===== src/rtl/intagg_pkg.sv =====
package intagg_pkg;

    parameter int NSRC   = 32;
    parameter int ADDR_W = 8;

    typedef logic [NSRC-1:0]   vec_t;
    typedef logic [ADDR_W-1:0] addr_t;

    // Byte offsets seen by software; the map is fixed by the driver side.
    localparam addr_t OFF_PEND_STAT = ADDR_W'('h00);
    localparam addr_t OFF_PEND_SET  = ADDR_W'('h04);
    localparam addr_t OFF_PEND_CLR  = ADDR_W'('h08);
    localparam addr_t OFF_MASK_STAT = ADDR_W'('h0C);
    localparam addr_t OFF_MASK_SET  = ADDR_W'('h10);
    localparam addr_t OFF_MASK_CLR  = ADDR_W'('h14);

    typedef enum logic [2:0] {
        SEL_PEND_STAT,
        SEL_PEND_SET,
        SEL_PEND_CLR,
        SEL_MASK_STAT,
        SEL_MASK_SET,
        SEL_MASK_CLR,
        SEL_NONE
    } reg_sel_t;

    // Per-register update vectors produced by the decoder.
    typedef struct packed {
        vec_t pend_set;
        vec_t pend_clr;
        vec_t mask_set;
        vec_t mask_clr;
    } upd_t;

    function automatic reg_sel_t offset_to_sel(input addr_t a);
        case (a)
            OFF_PEND_STAT: return SEL_PEND_STAT;
            OFF_PEND_SET:  return SEL_PEND_SET;
            OFF_PEND_CLR:  return SEL_PEND_CLR;
            OFF_MASK_STAT: return SEL_MASK_STAT;
            OFF_MASK_SET:  return SEL_MASK_SET;
            OFF_MASK_CLR:  return SEL_MASK_CLR;
            default:       return SEL_NONE;
        endcase
    endfunction

    function automatic logic sel_is_pend(input reg_sel_t s);
        return (s == SEL_PEND_STAT) || (s == SEL_PEND_SET) || (s == SEL_PEND_CLR);
    endfunction

    function automatic logic sel_is_mask(input reg_sel_t s);
        return (s == SEL_MASK_STAT) || (s == SEL_MASK_SET) || (s == SEL_MASK_CLR);
    endfunction

endpackage


===== src/rtl/intagg_decode.sv =====
module intagg_decode
    import intagg_pkg::*;
(
    input  logic     bus_wr,
    input  addr_t    bus_addr,
    input  vec_t     bus_wdata,
    output reg_sel_t sel,
    output upd_t     upd
);
    always_comb begin
        sel = offset_to_sel(bus_addr);
        upd = '0;
        if (bus_wr) begin
            case (sel)
                SEL_PEND_SET: upd.pend_set = bus_wdata;
                SEL_PEND_CLR: upd.pend_clr = bus_wdata;
                SEL_MASK_SET: upd.mask_set = bus_wdata;
                SEL_MASK_CLR: upd.mask_clr = bus_wdata;
                default:      upd = '0;
            endcase
        end
    end
endmodule


===== src/rtl/intagg_edge.sv =====
module intagg_edge
    import intagg_pkg::*;
(
    input  logic clk,
    input  logic rst,
    input  vec_t src_i,
    output vec_t rise
);
    vec_t src_q;

    // One stage of history per source; generate keeps each lane independent.
    for (genvar g = 0; g < NSRC; g++) begin : g_lane
        always_ff @(posedge clk) begin
            if (rst) src_q[g] <= 1'b0;
            else     src_q[g] <= src_i[g];
        end
        assign rise[g] = src_i[g] & ~src_q[g];
    end
endmodule


===== src/rtl/intagg_bank.sv =====
module intagg_bank
    import intagg_pkg::*;
(
    input  logic clk,
    input  logic rst,
    input  upd_t upd,
    input  vec_t rise,
    output vec_t pend_q,
    output vec_t mask_q
);
    vec_t pend_d;
    vec_t mask_d;
    vec_t any_set;

    always_comb begin
        any_set = upd.pend_set | rise;
        // Set is ORed after the clear so a fresh event is never dropped.
        pend_d  = (pend_q & ~upd.pend_clr) | any_set;
        mask_d  = (mask_q & ~upd.mask_clr) | upd.mask_set;
    end

    always_ff @(posedge clk) begin
        if (rst) begin
            pend_q <= '0;
            mask_q <= '1;
        end else begin
            pend_q <= pend_d;
            mask_q <= mask_d;
        end
    end

    // reset values
    p_reset_vals_r1: assert property (@(posedge clk)
        rst |=> (pend_q == '0 && mask_q == '1));

    // a pending bit drops only through an explicit clear
    p_sticky_r2: assert property (@(posedge clk) disable iff (rst)
        !rst |=> ((pend_q & $past(pend_q & ~upd.pend_clr)) == $past(pend_q & ~upd.pend_clr)));

    // cleared bits with no competing set end at zero
    p_clear_r3: assert property (@(posedge clk) disable iff (rst)
        (|upd.pend_clr) |=> ((pend_q & $past(upd.pend_clr & ~upd.pend_set & ~rise)) == '0));

    // any set lands, even against a clear
    p_set_wins_r7: assert property (@(posedge clk) disable iff (rst)
        (|(upd.pend_set | rise)) |=>
            ((pend_q & $past(upd.pend_set | rise)) == $past(upd.pend_set | rise)));

    // mask set and mask clear writes land
    p_mask_set_r5: assert property (@(posedge clk) disable iff (rst)
        (|upd.mask_set) |=> ((mask_q & $past(upd.mask_set)) == $past(upd.mask_set)));
    p_mask_clr_r5: assert property (@(posedge clk) disable iff (rst)
        (|upd.mask_clr) |=> ((mask_q & $past(upd.mask_clr)) == '0));
endmodule


===== src/rtl/intagg_ctrl.sv =====
module intagg_ctrl
    import intagg_pkg::*;
(
    input  logic        clk,
    input  logic        rst,
    input  logic [31:0] src_i,
    input  logic        bus_wr,
    input  logic        bus_rd,
    input  logic [7:0]  bus_addr,
    input  logic [31:0] bus_wdata,
    output logic [31:0] bus_rdata,
    output logic        irq_o
);
    reg_sel_t sel;
    upd_t     upd;
    vec_t     rise;
    vec_t     pend_q;
    vec_t     mask_q;
    logic     irq_q;

    intagg_decode u_decode (
        .bus_wr    (bus_wr),
        .bus_addr  (bus_addr),
        .bus_wdata (bus_wdata),
        .sel       (sel),
        .upd       (upd)
    );

    intagg_edge u_edge (
        .clk   (clk),
        .rst   (rst),
        .src_i (src_i),
        .rise  (rise)
    );

    intagg_bank u_bank (
        .clk    (clk),
        .rst    (rst),
        .upd    (upd),
        .rise   (rise),
        .pend_q (pend_q),
        .mask_q (mask_q)
    );

    always_comb begin
        bus_rdata = '0;
        if (bus_rd) begin
            if (sel_is_pend(sel))      bus_rdata = pend_q;
            else if (sel_is_mask(sel)) bus_rdata = mask_q;
        end
    end

    always_ff @(posedge clk) begin
        if (rst) irq_q <= 1'b0;
        else     irq_q <= |(pend_q & ~mask_q);
    end

    assign irq_o = irq_q;

    // a fully blocked mask keeps the line low on the following cycle
    p_masked_quiet_r6: assert property (@(posedge clk) disable iff (rst)
        (mask_q == '1) |=> !irq_o);

    // unmapped reads return zero
    p_unmapped_rd_r9: assert property (@(posedge clk) disable iff (rst)
        (bus_rd && sel == SEL_NONE) |-> (bus_rdata == '0));

    // no read strobe means zero read data
    p_idle_rd_r8: assert property (@(posedge clk) disable iff (rst)
        !bus_rd |-> (bus_rdata == '0));
endmodule


===== config.mk =====
export PLATFORM = sky130hd
export DESIGN_NAME = intagg_ctrl
export DESIGN_NICKNAME = d
export VERILOG_FILES = /design/src/rtl/intagg_pkg.sv /design/src/rtl/intagg_decode.sv /design/src/rtl/intagg_edge.sv /design/src/rtl/intagg_bank.sv /design/src/rtl/intagg_ctrl.sv
export SDC_FILE = /design/constraint.sdc
export NUM_CORES = 1
export LEC_CHECK = 0
export BUFFER_PORTS_ARGS = -buffer_cell sky130_fd_sc_hd__buf_4
export CELL_PAD_IN_SITES_DETAIL_PLACEMENT = 0
export CELL_PAD_IN_SITES_GLOBAL_PLACEMENT = 1
export CORE_MARGIN = 1
export CORE_UTILIZATION = 35
export CTS_BUF_LIST = sky130_fd_sc_hd__clkbuf_8 sky130_fd_sc_hd__clkbuf_16
export DETAILED_ROUTE_END_ITERATION = 12
export PLACE_DENSITY_LB_ADDON = 0.1
export SLEW_MARGIN = 20
export SYNTH_ARGS = -nofsm -noshare
export SYNTH_HDL_FRONTEND = slang
export SYNTH_SLANG_ARGS = --single-unit

===== constraint.sdc =====
create_clock -name clk -period 2.3 [get_ports clk]
set_input_delay 0.69 -clock clk [delete_from_list [all_inputs] [get_ports clk]]
set_output_delay 0.69 -clock clk [all_outputs]
set_load 0.02 [all_outputs]

==> impl_metrics.env <==
export IMPL_status="finished, violations left"
export IMPL_violations="DRC, setup timing"
export IMPL_timing_fmax_ghz=0.380
export IMPL_dr_total_vias=4099
export IMPL_slew_viol_final=0
export IMPL_grt_max_degree=66
export IMPL_numCtsBuffers=9
export IMPL_rsz0062_at_grt="true"
export IMPL_path_class="primary input to output port"
export IMPL_design_area_mm2=0.00602
export IMPL_syn_area_per_cell_um2=9.07
export IMPL_yosysUniqueCellTypes=27
export IMPL_clock_skew_ns=0.00727
export IMPL_netlist_area_mm2=0.00421
export IMPL_fillCellCount=1082
export IMPL_avgRoutedWirePerCell_um=19.2
export IMPL_end_kind="output port"
export IMPL_worst_pin_slew_ns=0.460
export IMPL_ys_ff_latch=97
export IMPL_syn_nets=540
export IMPL_grt_pass1_vias=4081
export IMPL_fin_crit_ns=2.63
export IMPL_final_setup_worst_slack_ns=-0.332
export IMPL_final_seq_area_mm2=0.00194
export IMPL_clock_root_buffer="clkbuf_16"
export IMPL_setup_viol=32
export IMPL_num_antenna_cells=0
export IMPL_coreArea_mm2=0.0116
export IMPL_synth_yosys_warnings=0
export IMPL_dieArea_mm2=0.0125
export IMPL_drive_above_1_share_pct=32.2
export IMPL_dpl_cell_area_mm2=0.00555
export IMPL_fin_crit_sh_pct=114
export IMPL_io_pins=109
export IMPL_antenna_found_initial=0
export IMPL_remaining_drc_errors=4
export IMPL_clkTransAtPathRegs_ns=0.06
export IMPL_track_usage_pct=22.2
export IMPL_cts_sinks=97
export IMPL_vias_per_cell=5.76
export IMPL_grt_overflow_total=0
export IMPL_max_cap_violations=0
export IMPL_drt_initial_drc_count=243
export IMPL_routed_wl_mm=13.6
export IMPL_drt_pass1_iterations=9
export IMPL_synthToLayoutAreaGrowth_pct=43.0
export IMPL_initial_utilization_pct=36.4
export IMPL_clock_path_buffers=2
export IMPL_syn_inst=464
export IMPL_powerDensity_mw_per_mm2=602
export IMPL_hpwl_mm=9.02
export IMPL_critPathLaunchType="primary input"
export IMPL_critical_path_max_fanout=8
export IMPL_port_buffers=108
export IMPL_synth_yosys_seq_area_share_pct=46.1
export IMPL_cp_data_required_time_ns=1.61
export IMPL_cts_tree="done"
export IMPL_nets=641
export IMPL_power_uw=3620
export IMPL_die_w_um=112
export IMPL_hold_path_class="flip-flop to flip-flop"
export IMPL_ant_nets=0
export IMPL_gp_congestion=0.782
export IMPL_fp_dieH_um=112
export IMPL_relSlewSlack_pct=69.4
export IMPL_ctsHtreeMaxLevel=3
export IMPL_finalHoldViolations=0
export IMPL_grt_pass1_wl_mm=21.7
export IMPL_clock_latency_ns=0.33
export IMPL_dpl_worst_slack_ns=-0.381
export IMPL_cp_arrival_ns=1.94
export IMPL_num_rows=39
export IMPL_p_leak_uw=0.00282
export IMPL_multiInputGateArea_mm2=0.00212
export IMPL_ir_drop_v=0.000330
## synth_stat cells
| cell type | instances | area (um^2) |
|---|---|---|
| a31oi_1 | 31 | 194 |
| nand2_1 | 65 | 244 |
| nand2b_1 | 1 | 6.26 |
| nor2b_1 | 1 | 6.26 |
| o211ai_1 | 32 | 240 |
| and2_1 | 1 | 6.26 |
| a311o_1 | 31 | 310 |
| o221ai_1 | 32 | 280 |
| buf_1 | 4 | 15.0 |
| dfxtp_1 | 97 | 1940 |
| buf_2 | 14 | 70.1 |
| a22o_1 | 32 | 280 |
| nor2_1 | 3 | 11.3 |
| buf_4 | 1 | 7.51 |
| a221o_1 | 1 | 10.0 |
| a22oi_1 | 16 | 120 |
| a21oi_1 | 1 | 5.00 |
| and4_1 | 1 | 8.76 |
| buf_6 | 3 | 33.8 |
| inv_1 | 65 | 244 |
| nand3b_1 | 1 | 7.51 |
| nand3_1 | 1 | 5.00 |
| clkbuf_1 | 19 | 71.3 |
| and4b_1 | 1 | 10.0 |
| nor3_2 | 3 | 30.0 |
| o41a_1 | 1 | 11.3 |
| nand4_1 | 6 | 37.5 |
## flip-flops by register name, indices dropped and copies added (netlist names)
name and cells:
u_bank.mask_q 32, irq_o 1, u_bank.pend_q 32, u_edge.src_q 32
## routing by layer
metal / vias to the layer above / share of wire, % / GRT usage, %
met4: 0 / 0.89 / 4.86
met3: 12 / 5.0 / 4.03
met2: 136 / 50 / 37.8
met5: - / 0 / 0
met1: 2002 / 45 / 29.2
li1: 1949 / - / -
## metrics by stage
| stage | setup TNS, ns | cells | utilization [%] | hold slack (ns) |
|---|---|---|---|---|
| detailed placement | -11.04 | 693 | 48.0 | 0.440 |
| CTS | -9.67 | 708 | 51.5 | 0.455 |
| global route | -11.01 | 712 | 52.0 | 0.460 |
| finish | -9.24 | 712 | 52.0 | 0.453 |
| global placement | -10.46 | 693 | 48.0 | 0.430 |
| floorplan | -2.14 | 464 | - | 0.428 |
## power breakdown
group	internal, uW	leakage (uW)	switching, uW
Combinational	179	0.00189	178
Clock	763	0.000127	658
Sequential	1770	0.000802	77.6
Total	2710	0.00282	914
## timing repair
item,CTS,global route
pin swaps,1,0
resized for setup,34,0
hold endpoints to repair,0,0
endpoints found under the setup margin,32,32
hold buffers,0,0
cloned,0,2
buffers inserted,0,2
## cells by family after synthesis
family          count (synthesis)  share of synthesized area, %
compound gates                177                          34.5
buf+inv                       106                          10.5
flops                          97                          46.1
simple gates                   84                          8.86
## cells in the final DEF, fill, tap and decap left out, drive strengths merged, types with 3 or more instances in the layout
| master | Yosys | routed |
|---|---|---|
| buf | 22 | 129 |
| dfxtp | 97 | 97 |
| inv | 65 | 66 |
| nand2 | 65 | 65 |
| o211ai | 32 | 32 |
| o221ai | 32 | 32 |
| a22o | 32 | 32 |
| a31oi | 31 | 31 |
| a311o | 31 | 31 |
| a22oi | 16 | 16 |
| clkbuf | 19 | 12 |
| nand4 | 6 | 6 |
| clkinvlp | 0 | 3 |
| nor3 | 3 | 3 |
| nor2 | 3 | 3 |
## worst max-delay path, cell delays in order
cell,delay [ns]
buf_6,0.09
nor3_4,0.20
nand3_2,0.15
nor3_4,0.20
buf_4,0.18
buf_12,0.14
a22o_1,0.16
buf_6,0.12
## final cells by class
cell class	count	share of cell area (%)
Clock buffer	10	3.97
Clock inverter	5	0.665
Inverter	65	4.05
Multi-Input combinational cell	261	35.2
Sequential cell	97	32.3
Tap cell	143	2.97
Timing Repair Buffer	131	20.9
## worst paths after layout
| check | start | endpoint | slack (ns) | depth (start not counted) |
|---|---|---|---|---|
| worst min-delay path | u_edge.src_q[0] | u_bank.pend_q[0] | 0.45 | 1 |
| worst max-delay path | bus_addr[5] | bus_rdata[31] | -0.33 | 8 |
| worst min register to register | u_edge.src_q[0] | u_bank.pend_q[0] | 0.45 | 1 |
| worst max register to register | u_bank.mask_q[26] | irq_o | 0.83 | 4 |
Power figures use the tool's default switching activity.
